[config.mk]
export PLATFORM = sky130hd
export DESIGN_NAME = slope_dm_encoder
export DESIGN_NICKNAME = d
export VERILOG_FILES = /design/src/rtl/sdm_pkg.sv /design/src/rtl/sdm_comparator.sv /design/src/rtl/sdm_run_detect.sv /design/src/rtl/sdm_step_adapt.sv /design/src/rtl/sdm_integrator.sv /design/src/rtl/slope_dm_encoder.sv
export SDC_FILE = /design/constraint.sdc
export NUM_CORES = 1
export LEC_CHECK = 0
export BUFFER_PORTS_ARGS = -buffer_cell sky130_fd_sc_hd__buf_2
export CORE_MARGIN = 2
export CORE_UTILIZATION = 35
export CTS_CLUSTER_SIZE = 8
export DETAILED_ROUTE_END_ITERATION = 12
export PLACE_DENSITY = 0.5
export SYNTH_ARGS = -nofsm -noshare
export SYNTH_HDL_FRONTEND = slang
export SYNTH_SLANG_ARGS = --single-unit
[constraint.sdc]
create_clock -name clk -period 11.4 [get_ports clk]
set_clock_uncertainty 0.15 [all_clocks]
set_input_delay 1.14 -clock clk [delete_from_list [all_inputs] [get_ports clk]]
set_output_delay 1.14 -clock clk [all_outputs]
set_load 0.005 [all_outputs]
[src/rtl/sdm_pkg.sv]
// Package: shared types and helpers for the adaptive slope delta encoder.
// Assumes: sample words are signed two's complement; steps are unsigned.
package sdm_pkg;

    // Step adaptation decision taken in a coded cycle
    typedef enum logic [1:0] {
        STEP_HOLD  = 2'd0,
        STEP_GROW  = 2'd1,
        STEP_DECAY = 2'd2
    } step_act_e;

endpackage

[src/rtl/sdm_comparator.sv]
// Module: sdm_comparator
// Decides the code bit: 1 when the sample is at or above the estimate.
// Assumes: both operands are signed and of equal width.
module sdm_comparator #(
    parameter int DATA_W = 16
) (
    input  logic signed [DATA_W-1:0] sample_i,
    input  logic signed [DATA_W-1:0] est_i,
    output logic                     bit_o
);

    // Signed compare, ties give a 1
    always_comb begin
        bit_o = (sample_i >= est_i);
    end

endmodule

[src/rtl/sdm_run_detect.sv]
// Module: sdm_run_detect
// Keeps the last HIST_LEN-1 code bits and flags a run when they and the
// new bit are all equal. No run is flagged until the history is full.
// Assumes: HIST_LEN >= 2; bit_i is valid whenever valid_i is high.
module sdm_run_detect #(
    parameter int HIST_LEN = 3
) (
    input  logic clk,
    input  logic rst_n,
    input  logic valid_i,
    input  logic bit_i,
    output logic run_o
);

    localparam int PREV_W = HIST_LEN - 1;
    localparam int FILL_W = $clog2(HIST_LEN) + 1;
    localparam logic [FILL_W-1:0] FILL_FULL = FILL_W'(PREV_W);

    logic [PREV_W-1:0] prev_q;
    logic [FILL_W-1:0] fill_q;
    logic [HIST_LEN-1:0] window;

    // Window made of the stored bits and the new bit
    always_comb begin
        window = {prev_q, bit_i};
        run_o  = (fill_q == FILL_FULL) && ((&window) || (~|window));
    end

    // Shift the new bit in and count history fill up to full
    always_ff @(posedge clk) begin
        if (!rst_n) begin
            prev_q <= '0;
            fill_q <= '0;
        end else if (valid_i) begin
            prev_q <= window[PREV_W-1:0];
            if (fill_q != FILL_FULL) fill_q <= fill_q + 1'b1;
        end
    end

    p_hist_reset_r7: assert property (@(posedge clk)
        !rst_n |=> (fill_q == '0 && prev_q == '0));

    p_hist_idle_r8: assert property (@(posedge clk) disable iff (!rst_n)
        !valid_i |=> ($stable(prev_q) && $stable(fill_q)));

endmodule

[src/rtl/sdm_step_adapt.sv]
// Module: sdm_step_adapt
// Holds the step size; grows it by a fixed amount on a run, otherwise
// decays it by step >> DECAY_SHIFT, always clamped to [STEP_MIN, STEP_MAX].
// Assumes: STEP_MIN <= STEP_MAX and both fit in STEP_W bits.
module sdm_step_adapt
    import sdm_pkg::*;
#(
    parameter int STEP_W      = 16,
    parameter int STEP_INC    = 64,
    parameter int STEP_MIN    = 16,
    parameter int STEP_MAX    = 4096,
    parameter int DECAY_SHIFT = 5
) (
    input  logic              clk,
    input  logic              rst_n,
    input  logic              valid_i,
    input  logic              run_i,
    output logic [STEP_W-1:0] step_o
);

    localparam logic [STEP_W:0] MIN_W = (STEP_W+1)'(STEP_MIN);
    localparam logic [STEP_W:0] MAX_W = (STEP_W+1)'(STEP_MAX);
    localparam logic [STEP_W:0] INC_W = (STEP_W+1)'(STEP_INC);

    logic [STEP_W-1:0] step_q;
    logic [STEP_W:0]   grown;
    logic [STEP_W:0]   decayed;
    logic [STEP_W-1:0] step_d;
    step_act_e         act;

    // Pick the adaptation action for this cycle
    always_comb begin
        if (!valid_i)   act = STEP_HOLD;
        else if (run_i) act = STEP_GROW;
        else            act = STEP_DECAY;
    end

    // Candidate values with clamping, then select by action
    always_comb begin
        grown   = {1'b0, step_q} + INC_W;
        decayed = {1'b0, step_q} - ({1'b0, step_q} >> DECAY_SHIFT);
        if (grown > MAX_W)   grown   = MAX_W;
        if (decayed < MIN_W) decayed = MIN_W;
        case (act)
            STEP_GROW:  step_d = grown[STEP_W-1:0];
            STEP_DECAY: step_d = decayed[STEP_W-1:0];
            default:    step_d = step_q;
        endcase
    end

    // Step register, starts at the minimum
    always_ff @(posedge clk) begin
        if (!rst_n) step_q <= MIN_W[STEP_W-1:0];
        else        step_q <= step_d;
    end

    assign step_o = step_q;

    p_step_reset_r7: assert property (@(posedge clk)
        !rst_n |=> (step_q == MIN_W[STEP_W-1:0]));

    p_step_bounds_r6: assert property (@(posedge clk) disable iff (!rst_n)
        ({1'b0, step_q} >= MIN_W) && ({1'b0, step_q} <= MAX_W));

    p_step_grow_r5: assert property (@(posedge clk) disable iff (!rst_n)
        (valid_i && run_i) |=> (step_q >= $past(step_q)));

    p_step_decay_r6: assert property (@(posedge clk) disable iff (!rst_n)
        (valid_i && !run_i) |=> (step_q <= $past(step_q)));

    p_step_idle_r8: assert property (@(posedge clk) disable iff (!rst_n)
        !valid_i |=> $stable(step_q));

endmodule

[src/rtl/sdm_integrator.sv]
// Module: sdm_integrator
// Running estimate: adds the step after a 1, subtracts it after a 0,
// and saturates at the signed DATA_W limits.
// Assumes: step_i is unsigned and narrower than 2^DATA_W.
module sdm_integrator #(
    parameter int DATA_W = 16,
    parameter int STEP_W = 16
) (
    input  logic                     clk,
    input  logic                     rst_n,
    input  logic                     valid_i,
    input  logic                     bit_i,
    input  logic [STEP_W-1:0]        step_i,
    output logic signed [DATA_W-1:0] est_o
);

    localparam int SUM_W = DATA_W + 2;
    localparam logic signed [SUM_W-1:0] TOP = SUM_W'((2 ** (DATA_W-1)) - 1);
    localparam logic signed [SUM_W-1:0] BOT = -SUM_W'(2 ** (DATA_W-1));

    logic signed [DATA_W-1:0] est_q;
    logic signed [SUM_W-1:0]  sum;
    logic signed [SUM_W-1:0]  step_ext;
    logic signed [DATA_W-1:0] est_d;

    // Widened move and clamp to the rails
    always_comb begin
        step_ext = $signed({{(SUM_W-STEP_W){1'b0}}, step_i});
        sum      = bit_i ? (SUM_W'(est_q) + step_ext) : (SUM_W'(est_q) - step_ext);
        if (sum > TOP)      est_d = TOP[DATA_W-1:0];
        else if (sum < BOT) est_d = BOT[DATA_W-1:0];
        else                est_d = sum[DATA_W-1:0];
    end

    // Estimate register, cleared to zero
    always_ff @(posedge clk) begin
        if (!rst_n)       est_q <= '0;
        else if (valid_i) est_q <= est_d;
    end

    assign est_o = est_q;

    p_est_reset_r7: assert property (@(posedge clk)
        !rst_n |=> (est_q == '0));

    p_est_up_r3: assert property (@(posedge clk) disable iff (!rst_n)
        (valid_i && bit_i) |=> (est_q >= $past(est_q)));

    p_est_down_r3: assert property (@(posedge clk) disable iff (!rst_n)
        (valid_i && !bit_i) |=> (est_q <= $past(est_q)));

    p_est_idle_r8: assert property (@(posedge clk) disable iff (!rst_n)
        !valid_i |=> $stable(est_q));

endmodule

[src/rtl/slope_dm_encoder.sv]
// Module: slope_dm_encoder (top)
// One-bit adaptive delta encoder: compare, emit a bit, move the estimate,
// adapt the step from runs of equal bits. The bit is registered and
// appears one cycle after the sample strobe.
// Assumes: one sample per smp_valid cycle; synchronous active-low reset.
module slope_dm_encoder #(
    parameter int DATA_W      = 16,
    parameter int HIST_LEN    = 3,
    parameter int STEP_INC    = 64,
    parameter int STEP_MIN    = 16,
    parameter int STEP_MAX    = 4096,
    parameter int DECAY_SHIFT = 5
) (
    input  logic              clk,
    input  logic              rst_n,
    input  logic              smp_valid,
    input  logic [DATA_W-1:0] smp_data,
    output logic              code_valid,
    output logic              code_bit
);

    localparam int STEP_W = DATA_W;

    logic signed [DATA_W-1:0] est;
    logic [STEP_W-1:0]        step;
    logic                     new_bit;
    logic                     run;

    sdm_comparator #(.DATA_W(DATA_W)) u_cmp (
        .sample_i (signed'(smp_data)),
        .est_i    (est),
        .bit_o    (new_bit)
    );

    sdm_run_detect #(.HIST_LEN(HIST_LEN)) u_run (
        .clk     (clk),
        .rst_n   (rst_n),
        .valid_i (smp_valid),
        .bit_i   (new_bit),
        .run_o   (run)
    );

    sdm_step_adapt #(
        .STEP_W      (STEP_W),
        .STEP_INC    (STEP_INC),
        .STEP_MIN    (STEP_MIN),
        .STEP_MAX    (STEP_MAX),
        .DECAY_SHIFT (DECAY_SHIFT)
    ) u_step (
        .clk     (clk),
        .rst_n   (rst_n),
        .valid_i (smp_valid),
        .run_i   (run),
        .step_o  (step)
    );

    sdm_integrator #(.DATA_W(DATA_W), .STEP_W(STEP_W)) u_int (
        .clk     (clk),
        .rst_n   (rst_n),
        .valid_i (smp_valid),
        .bit_i   (new_bit),
        .step_i  (step),
        .est_o   (est)
    );

    // Output register: strobe every cycle, bit only on coded cycles
    always_ff @(posedge clk) begin
        if (!rst_n) begin
            code_valid <= 1'b0;
            code_bit   <= 1'b0;
        end else begin
            code_valid <= smp_valid;
            if (smp_valid) code_bit <= new_bit;
        end
    end

    p_strobe_r1: assert property (@(posedge clk) disable iff (!rst_n)
        smp_valid |=> code_valid);

    p_no_strobe_r1: assert property (@(posedge clk) disable iff (!rst_n)
        !smp_valid |=> !code_valid);

    p_bit_hold_r8: assert property (@(posedge clk) disable iff (!rst_n)
        !smp_valid |=> $stable(code_bit));

endmodule

==> report_table.html <==
<table>
<tr><th>Metric</th><th>Value</th></tr>
<tr><th colspan="2">CTS</th></tr>
<tr><td>Clock Path Buffers</td><td>2</td></tr>
<tr><td>H-Tree Depth</td><td>2</td></tr>
<tr><td>Number of gates given a new drive strength after cts</td><td>0</td></tr>
<tr><td>CTS hold repair buffers</td><td>0</td></tr>
<tr><td>Number of setup buffers added after CTS</td><td>0</td></tr>
<tr><td>Clock slew at reported path FFs</td><td>0.06 ns</td></tr>
<tr><td>Clock Latency Late Sink</td><td>0.28 ns</td></tr>
<tr><td>Clock tree from TritonCTS</td><td>yes</td></tr>
<tr><td>Root cell of the clock tree</td><td>sky130_fd_sc_hd__clkbuf_16</td></tr>
<tr><td>Number of buffers inserted during clock tree synthesis</td><td>5</td></tr>
<tr><td>TritonCTS Sinks</td><td>38</td></tr>
<tr><th colspan="2">Timing</th></tr>
<tr><td>RSZ-0062 raised after global routing</td><td>false</td></tr>
<tr><td>Portion of the clock cycle consumed by the worst path in the final layout</td><td>50.93%</td></tr>
<tr><td>Time the final worst path needs with I/O delays and setup</td><td>5.806 ns</td></tr>
<tr><td>Count of final setup violators</td><td>0</td></tr>
<tr><td>Slew margin rel.</td><td>48.99%</td></tr>
<tr><td>Setup TNS after final layout</td><td>0 ns</td></tr>
<tr><td>Peak Freq</td><td>172.2 MHz</td></tr>
<tr><td>Final Hold Slack</td><td>0.3810 ns</td></tr>
<tr><td>Final hold violation count</td><td>0</td></tr>
<tr><td>Tightest Pin Transition</td><td>0.7652 ns</td></tr>
<tr><td>Max Slew Vio Count</td><td>0</td></tr>
<tr><th colspan="2">Yosys</th></tr>
<tr><td>Portion of the post-synthesis area used by sequential elements</td><td>18.27%</td></tr>
<tr><td>Synth cell types</td><td>68</td></tr>
<tr><td>Xor and xnor fraction of the mapped netlist area</td><td>8.353%</td></tr>
<tr><td>Post-synth ARST share</td><td>0%</td></tr>
<tr><td>Share of synthesized area spent on multiplexers</td><td>1.953%</td></tr>
<tr><td>Number of instances in the synthesized netlist</td><td>531</td></tr>
<tr><td>Warnings from Yosys</td><td>0</td></tr>
<tr><td>Avg Inst Size Synth</td><td>7.842 sq um</td></tr>
<tr><td>Biggest area contributors in the synthesized netlist</td><td>sky130_fd_sc_hd__dfxtp_1 18%, sky130_fd_sc_hd__ha_1 15%, sky130_fd_sc_hd__a21oi_1 6.0%, sky130_fd_sc_hd__xnor2_1 5.7%, sky130_fd_sc_hd__o221a_1 3.5%</td></tr>
<tr><td>Total nets after synthesis</td><td>602</td></tr>
<tr><td>Cell type with the highest aggregate area in the netlist</td><td>sky130_fd_sc_hd__dfxtp_1</td></tr>
<tr><td>Post-synth EDFFs</td><td>0</td></tr>
<tr><td>Most used DFF post-synth</td><td>sky130_fd_sc_hd__dfxtp_1</td></tr>
<tr><td>Area share of the largest cell type after synthesis</td><td>18.27%</td></tr>
<tr><td>Basic-gate share of the synthesized area counting and, or, nand and nor cells</td><td>18.57%</td></tr>
<tr><td>Compound-gate portion of the synthesized area</td><td>30.80%</td></tr>
<tr><td>Number of synthesized register bits</td><td>38</td></tr>
<tr><td>Area of the mapped netlist</td><td>4164 sq um</td></tr>
<tr><td>Largest family of logic cells by synthesized area</td><td>compound AO/OA/AOI/OAI gates</td></tr>
<tr><td>Post-Synth Adder-Cell Area</td><td>15.99%</td></tr>
<tr><th colspan="2">Detailed routing</th></tr>
<tr><td>Number of iterations in the first detailed-routing pass</td><td>8</td></tr>
<tr><td>Via count</td><td>3921</td></tr>
<tr><td>DRC Markers</td><td>4</td></tr>
<tr><td>Post-DRT Antenna Nets</td><td>0</td></tr>
<tr><td>Detailed-route wire length per cell</td><td>16.44 um</td></tr>
<tr><td>Initial DRC Count</td><td>191</td></tr>
<tr><td>Via density</td><td>5.783</td></tr>
<tr><td>Routed wire length</td><td>11140 um</td></tr>
<tr><th colspan="2">Global route</th></tr>
<tr><td>Maximum number of pins on one net before global-route repair</td><td>41</td></tr>
<tr><td>Global-route wire length before repair</td><td>18380 um</td></tr>
<tr><td>Initial antenna violation count</td><td>0</td></tr>
<tr><td>GRT Residual Overflow</td><td>0</td></tr>
<tr><td>Via count of the first global-routing pass</td><td>3791</td></tr>
<tr><td>Overall fraction of global-route tracks in use</td><td>17.65%</td></tr>
<tr><th colspan="2">Place</th></tr>
<tr><td>Post-DP HPWL</td><td>8896 um</td></tr>
<tr><td>Gp weighted congestion</td><td>0.8583</td></tr>
<tr><td>Port bufs</td><td>20</td></tr>
<tr><td>Placed standard-cell area</td><td>4348 sq um</td></tr>
<tr><th colspan="2">Final layout</th></tr>
<tr><td>Antenna diode instance count</td><td>0</td></tr>
<tr><td>Area added between synthesis and finish</td><td>7.963%</td></tr>
<tr><td>Register area</td><td>760.7 sq um</td></tr>
<tr><td>Count of nets after finishing</td><td>605</td></tr>
<tr><td>Post-route cell area</td><td>4496 sq um</td></tr>
<tr><td>Multi-input gate area in the final layout</td><td>3151 sq um</td></tr>
<tr><td>Count of fill cells added during filler insertion</td><td>1215</td></tr>
<tr><td>Layout cell share with drive strength beyond 1</td><td>7.477%</td></tr>
<tr><th colspan="2">Min path</th></tr>
<tr><td>Hold depth</td><td>2</td></tr>
<tr><td>Hold worst-path end</td><td>u_run.prev_q[1]</td></tr>
<tr><td>Hold path startpoint</td><td>u_run.prev_q[1]</td></tr>
<tr><td>Worst min path class</td><td>flop to flop</td></tr>
<tr><th colspan="2">Run status</th></tr>
<tr><td>Outcome</td><td>complete, but fails checks</td></tr>
<tr><td>Violations in the final reports</td><td>design-rule violations</td></tr>
<tr><th colspan="2">Critical path</th></tr>
<tr><td>Data required time at the worst endpoint</td><td>11.48 ns</td></tr>
<tr><td>Setup slack, reg-to-reg</td><td>6.02 ns</td></tr>
<tr><td>Nature of the critical path startpoint</td><td>input pin</td></tr>
<tr><td>Maximum fanout encountered on the critical timing path</td><td>20</td></tr>
<tr><td>Worst Setup End Kind</td><td>flop</td></tr>
<tr><td>Worst setup path class</td><td>input pin to flop</td></tr>
<tr><td>Launch instance of the worst register-to-register path</td><td>u_int.est_o[15]</td></tr>
<tr><td>Critical R2R Capture</td><td>u_int.est_o[5]</td></tr>
<tr><td>Data arrival time of the critical path</td><td>5.88 ns</td></tr>
<tr><td>R2R cell count</td><td>19</td></tr>
<tr><th colspan="2">Floorplan</th></tr>
<tr><td>Number of top-level design ports</td><td>21</td></tr>
<tr><td>Floorplan die height</td><td>113.1 um</td></tr>
<tr><td>Starting density of the core</td><td>36.16%</td></tr>
<tr><td>Placeable Area</td><td>11520 sq um</td></tr>
<tr><td>Horizontal die dimension</td><td>113.1 um</td></tr>
<tr><td>Std-Cell Rows</td><td>39</td></tr>
<tr><td>Overall die area</td><td>12790 sq um</td></tr>
<tr><th colspan="2">Flow run</th></tr>
<tr><td>Maximum capacitance violations</td><td>0</td></tr>
</table>
worst max-delay path by stage:
stage,from,endpoint,slack (ns),depth (start not counted)
floorplan,smp_data[15],u_int.est_o[10],5.66,20
global placement,smp_data[15],u_int.est_o[3],5.41,19
detailed placement,smp_data[15],u_int.est_o[5],5.32,19
CTS,smp_data[15],u_int.est_o[5],5.61,19
global route,smp_data[15],u_int.est_o[4],5.28,19
finish,smp_data[15],u_int.est_o[5],5.59,19
per-stage QoR:
step,setup WS [ns],cells,util (%)
2_1_floorplan,5.663,531,-
3_3_place_gp,5.409,670,37.76
3_5_place_dp,5.318,670,37.76
4_1_cts,5.611,678,39.04
5_1_grt,5.280,678,39.04
6_report,5.594,678,39.04
worst max-delay path: stages:
cell,delay [ns]
sky130_fd_sc_hd__buf_2,0.10
sky130_fd_sc_hd__ha_1,0.31
sky130_fd_sc_hd__nand4_1,0.13
sky130_fd_sc_hd__nor4_1,0.33
sky130_fd_sc_hd__a21bo_2,0.27
sky130_fd_sc_hd__a31o_1,0.19
sky130_fd_sc_hd__a21oi_1,0.16
sky130_fd_sc_hd__buf_4,0.25
sky130_fd_sc_hd__nand2_1,0.10
sky130_fd_sc_hd__xnor2_1,0.14
sky130_fd_sc_hd__ha_1,0.35
sky130_fd_sc_hd__a21oi_1,0.26
sky130_fd_sc_hd__nand2_1,0.15
sky130_fd_sc_hd__nor4_4,0.37
sky130_fd_sc_hd__nor3_2,0.12
sky130_fd_sc_hd__a311oi_2,0.29
sky130_fd_sc_hd__xnor3_2,0.56
sky130_fd_sc_hd__o21ai_4,0.39
sky130_fd_sc_hd__o221a_1,0.24
Yosys cell counts, types with 13 or more instances:
library cell / number
sky130_fd_sc_hd__nor3_1: 15
sky130_fd_sc_hd__a21oi_1: 50
sky130_fd_sc_hd__nand3_1: 13
sky130_fd_sc_hd__ha_1: 50
sky130_fd_sc_hd__o21ai_0: 22
sky130_fd_sc_hd__nor2_1: 38
sky130_fd_sc_hd__nand2_1: 38
sky130_fd_sc_hd__clkbuf_1: 19
sky130_fd_sc_hd__dfxtp_1: 38
sky130_fd_sc_hd__xnor2_1: 27
sky130_fd_sc_hd__inv_1: 38
sky130_fd_sc_hd__o221a_1: 13
flip-flops by register name (all words and copies together) (netlist names):
register	count
u_run.prev_q	2
code_valid	1
u_run.fill_q	3
u_int.est_o	16
u_step.step_o	16
logic make-up after synthesis:
logic type,count (synthesis)
AOI/OAI and AO/OA,177
xor gates and xnor gates,38
adders and majority gates,52
buffers and inverters,64
DFF,38
muxes,8
and+or+nand+nor,154
layout make-up:
cell class / instances / area share (%)
Timing Repair Buffer: 22 / 2.561
Multi-Input combinational cell: 429 / 70.08
Clock inverter: 1 / 0.1113
Clock buffer: 7 / 3.173
Tap cell: 143 / 3.980
Inverter: 38 / 3.173
Sequential cell: 38 / 16.92
per-layer routing:
layer | global-route usage, % | vias up | share of wire, %
li1 | - | 2003 | -
met1 | 21.92 | 1811 | 46
met2 | 30.82 | 84 | 48
met3 | 2.303 | 23 | 3.2
met4 | 7.236 | 0 | 3.1
met5 | 0 | - | 0
cell usage in the layout (no fill, tap or decap), types with 6 or more instances in the layout:
cell type	count
sky130_fd_sc_hd__o211ai_1	10
sky130_fd_sc_hd__ha_1	50
sky130_fd_sc_hd__dfxtp_1	38
sky130_fd_sc_hd__mux2i_1	7
sky130_fd_sc_hd__nor2b_1	6
sky130_fd_sc_hd__o221a_1	13
sky130_fd_sc_hd__nor3_1	15
sky130_fd_sc_hd__o21ai_0	22
sky130_fd_sc_hd__inv_1	38
sky130_fd_sc_hd__nand3_1	13
sky130_fd_sc_hd__nor4_1	8
sky130_fd_sc_hd__o21a_1	9
sky130_fd_sc_hd__a21o_1	8
sky130_fd_sc_hd__o31ai_1	8
sky130_fd_sc_hd__nand4_1	9
sky130_fd_sc_hd__buf_2	20
sky130_fd_sc_hd__a211oi_1	7
sky130_fd_sc_hd__xnor2_1	27
sky130_fd_sc_hd__xor2_1	10
sky130_fd_sc_hd__nor2_1	38
sky130_fd_sc_hd__nand2_1	38
sky130_fd_sc_hd__a21oi_1	50
Power is not shown: default switching activity piles up to over one toggle a cycle in this logic, so the estimate is an artifact.
